### src/rtl/lbr_pkg.sv
package lbr_pkg;

  typedef enum logic [1:0] {
    ST_IDLE = 2'd0,
    ST_BUSY = 2'd1,
    ST_FIN  = 2'd2
  } lbrState_t;

  // strobes from control to datapath
  typedef struct packed {
    logic accept;  // legal start taken in idle
    logic reject;  // illegal start seen in idle
    logic commit;  // last busy cycle: write address
  } lbrStrobes_t;

  // condition of the even member of pair sel; odd member is its complement
  function automatic logic pairBase(input logic [2:0] sel, input logic n,
                                    input logic z, input logic v, input logic c);
    logic r;
    case (sel)
      3'd0: r = 1'b1;
      3'd1: r = ~(c | z);
      3'd2: r = ~c;
      3'd3: r = ~z;
      3'd4: r = ~v;
      3'd5: r = ~n;
      3'd6: r = ~(n ^ v);
      default: r = ~(z | (n ^ v));
    endcase
    return r;
  endfunction

endpackage

### src/rtl/branch_cond.sv
module branch_cond #(
  parameter int OPC_W = 16,
  parameter logic [OPC_W-5:0] OPC_PREFIX = 12'h378
) (
  input  logic [OPC_W-1:0] opcode,
  input  logic             flagN,
  input  logic             flagZ,
  input  logic             flagV,
  input  logic             flagC,
  output logic             condTrue,
  output logic             opLegal
);
  import lbr_pkg::*;

  localparam int PAIRS = 8;

  logic [PAIRS-1:0] pairVal;

  for (genvar k = 0; k < PAIRS; k++) begin : g_pair
    assign pairVal[k] = pairBase(3'(k), flagN, flagZ, flagV, flagC);
  end

  assign condTrue = pairVal[opcode[3:1]] ^ opcode[0];
  assign opLegal  = (opcode[OPC_W-1:4] == OPC_PREFIX);
endmodule

### src/rtl/branch_ctrl.sv
module branch_ctrl #(
  parameter int TAKEN_CYCLES     = 6,
  parameter int NOT_TAKEN_CYCLES = 4
) (
  input  logic                 clk,
  input  logic                 rst,
  input  logic                 startValid,
  input  logic                 opLegal,
  input  logic                 condTrue,
  output lbr_pkg::lbrStrobes_t strobes,
  output logic                 busy,
  output logic                 donePulse
);
  import lbr_pkg::*;

  // busy spans cycles 2..N-1; counter loaded with N-3 at acceptance
  localparam int MAX_CYC = (TAKEN_CYCLES > NOT_TAKEN_CYCLES) ? TAKEN_CYCLES : NOT_TAKEN_CYCLES;
  localparam int CNT_W   = $clog2(MAX_CYC + 1);
  localparam logic [CNT_W-1:0] LOAD_TAKEN = CNT_W'(TAKEN_CYCLES - 3);
  localparam logic [CNT_W-1:0] LOAD_NOT   = CNT_W'(NOT_TAKEN_CYCLES - 3);

  lbrState_t      state;
  logic [CNT_W-1:0] cnt;
  logic           isIdle;

  assign isIdle = (state == ST_IDLE);

  always_comb begin
    strobes.accept = isIdle && startValid && opLegal;
    strobes.reject = isIdle && startValid && !opLegal;
    strobes.commit = (state == ST_BUSY) && (cnt == '0);
  end

  always_ff @(posedge clk) begin
    if (rst) begin
      state <= ST_IDLE;
      cnt   <= '0;
    end else begin
      case (state)
        ST_IDLE: begin
          if (strobes.accept) begin
            state <= ST_BUSY;
            cnt   <= condTrue ? LOAD_TAKEN : LOAD_NOT;
          end
        end
        ST_BUSY: begin
          if (cnt == '0) state <= ST_FIN;
          else           cnt   <= cnt - 1'b1;
        end
        default: state <= ST_IDLE;
      endcase
    end
  end

  assign busy      = (state == ST_BUSY);
  assign donePulse = (state == ST_FIN);
endmodule

### src/rtl/branch_datapath.sv
module branch_datapath #(
  parameter int PK_W = 4,
  parameter int PC_W = 16
) (
  input  logic                 clk,
  input  logic                 rst,
  input  lbr_pkg::lbrStrobes_t strobes,
  input  logic                 condTrue,
  input  logic [PC_W-1:0]      offset,
  output logic [PK_W-1:0]      pkOut,
  output logic [PC_W-1:0]      pcOut,
  output logic                 takenOut,
  output logic                 illegalOut
);
  localparam int ADDR_W = PK_W + PC_W;

  logic [PC_W-1:0]   offsetReg;
  logic [ADDR_W-1:0] offExt;
  logic [ADDR_W-1:0] nextAddr;

  assign offExt   = {{PK_W{offsetReg[PC_W-1]}}, offsetReg};
  assign nextAddr = {pkOut, pcOut} + offExt;

  always_ff @(posedge clk) begin
    if (rst) begin
      pkOut      <= '0;
      pcOut      <= '0;
      offsetReg  <= '0;
      takenOut   <= 1'b0;
      illegalOut <= 1'b0;
    end else begin
      illegalOut <= strobes.reject;
      if (strobes.accept) begin
        offsetReg <= offset;
        takenOut  <= condTrue;
      end else if (strobes.reject) begin
        takenOut  <= 1'b0;
      end
      if (strobes.commit && takenOut) begin
        {pkOut, pcOut} <= nextAddr;
      end
    end
  end
endmodule

### src/rtl/long_branch_unit.sv
module long_branch_unit #(
  parameter int PK_W             = 4,
  parameter int PC_W             = 16,
  parameter int OPC_W            = 16,
  parameter logic [OPC_W-5:0] OPC_PREFIX = 12'h378,
  parameter int TAKEN_CYCLES     = 6,
  parameter int NOT_TAKEN_CYCLES = 4
) (
  input  logic             clk,
  input  logic             rst,
  input  logic             startValid,
  input  logic [OPC_W-1:0] opcode,
  input  logic [PC_W-1:0]  offset,
  input  logic             flagN,
  input  logic             flagZ,
  input  logic             flagV,
  input  logic             flagC,
  output logic [PK_W-1:0]  pkOut,
  output logic [PC_W-1:0]  pcOut,
  output logic             takenOut,
  output logic             illegalOut,
  output logic             donePulse,
  output logic             busy
);
  import lbr_pkg::*;

  lbrStrobes_t strobes;
  logic        condTrue;
  logic        opLegal;

  branch_cond #(.OPC_W(OPC_W), .OPC_PREFIX(OPC_PREFIX)) i_cond (
    .opcode(opcode), .flagN(flagN), .flagZ(flagZ), .flagV(flagV), .flagC(flagC),
    .condTrue(condTrue), .opLegal(opLegal)
  );

  branch_ctrl #(.TAKEN_CYCLES(TAKEN_CYCLES), .NOT_TAKEN_CYCLES(NOT_TAKEN_CYCLES)) i_ctrl (
    .clk(clk), .rst(rst), .startValid(startValid), .opLegal(opLegal),
    .condTrue(condTrue), .strobes(strobes), .busy(busy), .donePulse(donePulse)
  );

  branch_datapath #(.PK_W(PK_W), .PC_W(PC_W)) i_dp (
    .clk(clk), .rst(rst), .strobes(strobes), .condTrue(condTrue), .offset(offset),
    .pkOut(pkOut), .pcOut(pcOut), .takenOut(takenOut), .illegalOut(illegalOut)
  );
endmodule

### config.mk
export PLATFORM = sky130hd
export DESIGN_NAME = long_branch_unit
export DESIGN_NICKNAME = d
export VERILOG_FILES = /design/src/rtl/lbr_pkg.sv /design/src/rtl/branch_cond.sv /design/src/rtl/branch_ctrl.sv /design/src/rtl/branch_datapath.sv /design/src/rtl/long_branch_unit.sv
export SDC_FILE = /design/constraint.sdc
export NUM_CORES = 1
export LEC_CHECK = 0
export BUFFER_PORTS_ARGS = -buffer_cell sky130_fd_sc_hd__buf_2
export CORE_MARGIN = 5
export CORE_UTILIZATION = 50
export CTS_BUF_LIST = sky130_fd_sc_hd__clkbuf_8
export CTS_CLUSTER_DIAMETER = 30
export DETAILED_ROUTE_END_ITERATION = 16
export GPL_TIMING_DRIVEN = 0
export PLACE_DENSITY = 0.85
export REMOVE_ABC_BUFFERS = 1
export SYNTH_ARGS = -nofsm -noshare
export SYNTH_HDL_FRONTEND = slang
export SYNTH_SLANG_ARGS = --single-unit
### constraint.sdc
create_clock -name clk -period 2.1 [get_ports clk]
set_input_delay 0.21 -clock clk [delete_from_list [all_inputs] [get_ports clk]]
set_output_delay 0.21 -clock clk [all_outputs]
set_load 0.02 [all_outputs]
==> flow_summary.ini <==
[status]
status = finished, violations left
violations = negative setup slack

[timing]
timing.clock.skew_ns = 0.01001
setup_slack_ns = -0.1614
tns_ns = -0.3108
tightestPinTransition_ns = 0.7961
final_min_period_over_clock_period = 1.077
period_needed_ns = 2.261
setup_viol_count_final = 5
maxSlewViolCount = 0
finalHoldViolations = 0
grt_setup_unrepaired = true
achievable-frequency_mhz = 442.2
relSlewSlack = 0.4693

[setup_path]
end_of_the_worst_register_to_register_path = i_dp.pkOut[3]$_SDFFE_PP0P_
crit_path_cell_trace = ha_4 -> and4_4 -> or3b_4 -> nor3_4 -> nor4b_2 -> or4b_1
timing.critical_path.to_type = register
worstSetupStartpointType = register
cp_top_family = simple AND/OR/NAND/NOR gates
worst-r2r-cell-count = 6
critPathArrivalTime_ns = 2.44
timing.critical_path.required_ns = 2.27
crit_type = register to register
max_stage_delay_ns = 0.46
setup.reg_to_reg.worst_slack_ns = -0.16
worst_r2r_startpoint = i_dp.offsetReg[15]$_SDFFE_PP0P_
worst-path-max-fanout = 7
crit_buf_inv = 0
critical-path-slowest-cell = sky130_fd_sc_hd__or4b_1

[clock_network]
cts_hold_buf = 0
cts.sinks = 43
clock_buffer_depth = 2
cts.reportedPaths.clkPinSlew_ns = 0.09
later_pin_clock_latency_in_the_skew_report_ns = 0.30
clk_root_buffer_cell = sky130_fd_sc_hd__clkbuf_8
cts-htree-levels = 2
tritoncts = built
cts_buffers = 5

[yosys]
synthesis.instances = 331
yosys.cell_count.top_type = sky130_fd_sc_hd__dfxtp_1
yosysTopAreaCellShare = 0.3105
asyncSetResetFlopFracSynth = 0
netlist_top_cells_area = sky130_fd_sc_hd__dfxtp_1 (31%), sky130_fd_sc_hd__ha_1 (9.5%), sky130_fd_sc_hd__mux2i_1 (6.9%)
synth_top_cell_by_area = sky130_fd_sc_hd__dfxtp_1
synth_flop_cell = sky130_fd_sc_hd__dfxtp_1
synthDistinctLibCells = 60
edff_count_synth = 0
post_synth_instance_area_um2 = 2773
part_of_the_yosys_area_used_for_sequential_elements = 0.3105
yosys_register_bits = 43
avgSynthCellArea_um2 = 8.377
yosys_warnings = 0
yosys-top-cells-count = sky130_fd_sc_hd__dfxtp_1 (43), sky130_fd_sc_hd__nand2_1 (42), sky130_fd_sc_hd__a21oi_1 (30), sky130_fd_sc_hd__nor2_1 (28), sky130_fd_sc_hd__ha_1 (21)

[hold_path]
number_of_cells_traversed_by_the_worst_hold_path = 3
timing.hold.worst.start = offset[5]
worstHoldEndpoint = i_dp.offsetReg[5]$_SDFFE_PP0P_
hp-class = input pin to register

[finish]
final_cell_count_no_fill = 484
utilization = 0.6998
postLayoutCellArea_um2 = 3806
layout-drive-gt1-share = 0.4053
flow.area_growth_from_synthesis_pct = 37.27
final_net_count = 472
insertedDiodeCount = 0

[die]
floorplan.initialDensity = 0.5098
fp-row-count = 27
die_height_um = 84.47
floorplan.die.width_um = 84.47
core_area_um2 = 5439
fp.dieArea_um2 = 7134
pin_count = 63

[placed_design]
place_hpwl_mm = 4.921
globalplace.congestion = 0.8555
dp.cells = 451
portBuffers = 62
placed_cell_area_um2 = 3099

[routing]
num_vias = 2931
detailedRoute.firstPassIterationCount = 4
drc = 0
drt.antenna.violating_nets = 0
drt_iter0_drc = 273
wire_per_inst_um = 17.33
detailed_route_wl_mm = 8.390
post_drt_via_cell_ratio = 6.056

[global_route]
antenna_found_initial = 0
grtUsageTotal = 0.2058
pin_count_of_the_biggest_net_entering_global_routing = 43
grt_pass1_wl_mm = 12.31
grt_pass1_vias = 2810
grt-ovfl-total = 0

[power]
power_w = 0.001426
peakVddDrop_v = 0.0002627
cellLeakagePower_nw = 1.607
power.density_cell_area_nw_per_um2 = 374.7

[run]
drv.max_cap_violation_count = 0
==> worst min-delay path: cells and delay by family <==
kind,cells,cell delay (ns)
muxes,1,0.05
and+or+nand+nor,1,0.07
buffers and inverters,1,0.07
==> per-layer routing <==
layer,GRT usage,up-vias,wire length (um)
met5,0,-,0
met4,0.08345,0,286
met2,0.3522,157,4020
li1,-,1384,-
met3,0.03925,34,684
met1,0.2534,1356,3397
==> timing repair <==
action	CTS	global route
gates cloned	1	0
setup buffers	14	10
gates resized for setup	39	47
endpoints found under the setup margin	10	12
pin swaps	20	17
==> worst max path at each step <==
stage	slack, ns	cells past startpoint	startpoint	endpoint
2_1_floorplan	-0.30	5	i_ctrl.state[0]$_SDFFE_PP0P_	i_dp.pkOut[3]$_SDFFE_PP0P_
3_3_place_gp	-0.42	7	i_ctrl.cnt[0]$_SDFFE_PP0P_	i_dp.pkOut[3]$_SDFFE_PP0P_
3_5_place_dp	-0.53	7	i_ctrl.cnt[0]$_SDFFE_PP0P_	i_dp.pkOut[3]$_SDFFE_PP0P_
4_1_cts	-0.10	7	i_dp.offsetReg[15]$_SDFFE_PP0P_	i_dp.pkOut[3]$_SDFFE_PP0P_
5_1_grt	-0.21	6	i_dp.offsetReg[15]$_SDFFE_PP0P_	i_dp.pkOut[3]$_SDFFE_PP0P_
6_report	-0.16	6	i_dp.offsetReg[15]$_SDFFE_PP0P_	i_dp.pkOut[3]$_SDFFE_PP0P_
==> state kept, by name (all words and copies together), names as in the netlist <==
signal,flops
i_dp.offsetReg,16
i_dp.pkOut,4
i_dp.illegalOut,1
i_ctrl.cnt,3
i_ctrl.state,2
i_dp.pcOut,16
i_dp.takenOut,1
==> report_power, final <==
| group | switching [W] | internal [W] | leakage, nW |
|---|---|---|---|
| Sequential | 0.000000340 | 0.000813 | 0.352 |
| Clock | 0.000302 | 0.000232 | 0.0402 |
| Combinational | 0.0000414 | 0.0000379 | 1.21 |
==> cell usage in the layout (no fill, tap or decap), types with 4 or more instances in the layout <==
master                      n
sky130_fd_sc_hd__nand2_1   40
sky130_fd_sc_hd__and3_1     5
sky130_fd_sc_hd__nand4_1    6
sky130_fd_sc_hd__a21o_1     4
sky130_fd_sc_hd__buf_4     24
sky130_fd_sc_hd__xnor2_1    6
sky130_fd_sc_hd__a21oi_1   24
sky130_fd_sc_hd__inv_1      6
sky130_fd_sc_hd__a21oi_2    6
sky130_fd_sc_hd__dfxtp_1   33
sky130_fd_sc_hd__ha_1       7
sky130_fd_sc_hd__nor3_1     9
sky130_fd_sc_hd__dfxtp_2    8
sky130_fd_sc_hd__mux2i_1   18
sky130_fd_sc_hd__nor2_1    26
sky130_fd_sc_hd__clkbuf_8   5
sky130_fd_sc_hd__o21ai_0    6
sky130_fd_sc_hd__o21a_1     4
sky130_fd_sc_hd__nand3_1    9
sky130_fd_sc_hd__buf_2     62
sky130_fd_sc_hd__ha_4      12
==> per-stage QoR <==
| stage | hold slack (ns) | setup slack [ns] |
|---|---|---|
| detailed placement | 0.4476 | -0.5344 |
| CTS | 0.1341 | -0.1028 |
| finish | 0.1368 | -0.1614 |
| global route | 0.1545 | -0.2131 |
| global placement | 0.4386 | -0.4197 |
| floorplan | 0.2791 | -0.2966 |
==> cells by family after synthesis <==
kind of cell               count (synthesis)  synth area share
AOI/OAI and AO/OA                         82            0.2017
xor gates and xnor gates                  10           0.03159
adders and majority gates                 22            0.1020
buffers and inverters                     20           0.03475
DFF                                       43            0.3105
muxes                                     20           0.07265
and+or+nand+nor                          134            0.2469
==> cell type report <==
class / instances / area [um^2]
clock inverter: 3 / 20.02
inverter: 6 / 22.52
sequential: 43 / 878.3
tap: 72 / 90.09
fill: 403 / 1633
timing repair buffer: 86 / 490.5
multi-input combinational: 269 / 2236
clock buffer: 5 / 68.82
No activity file was read; power rests on OpenSTA's default activity.
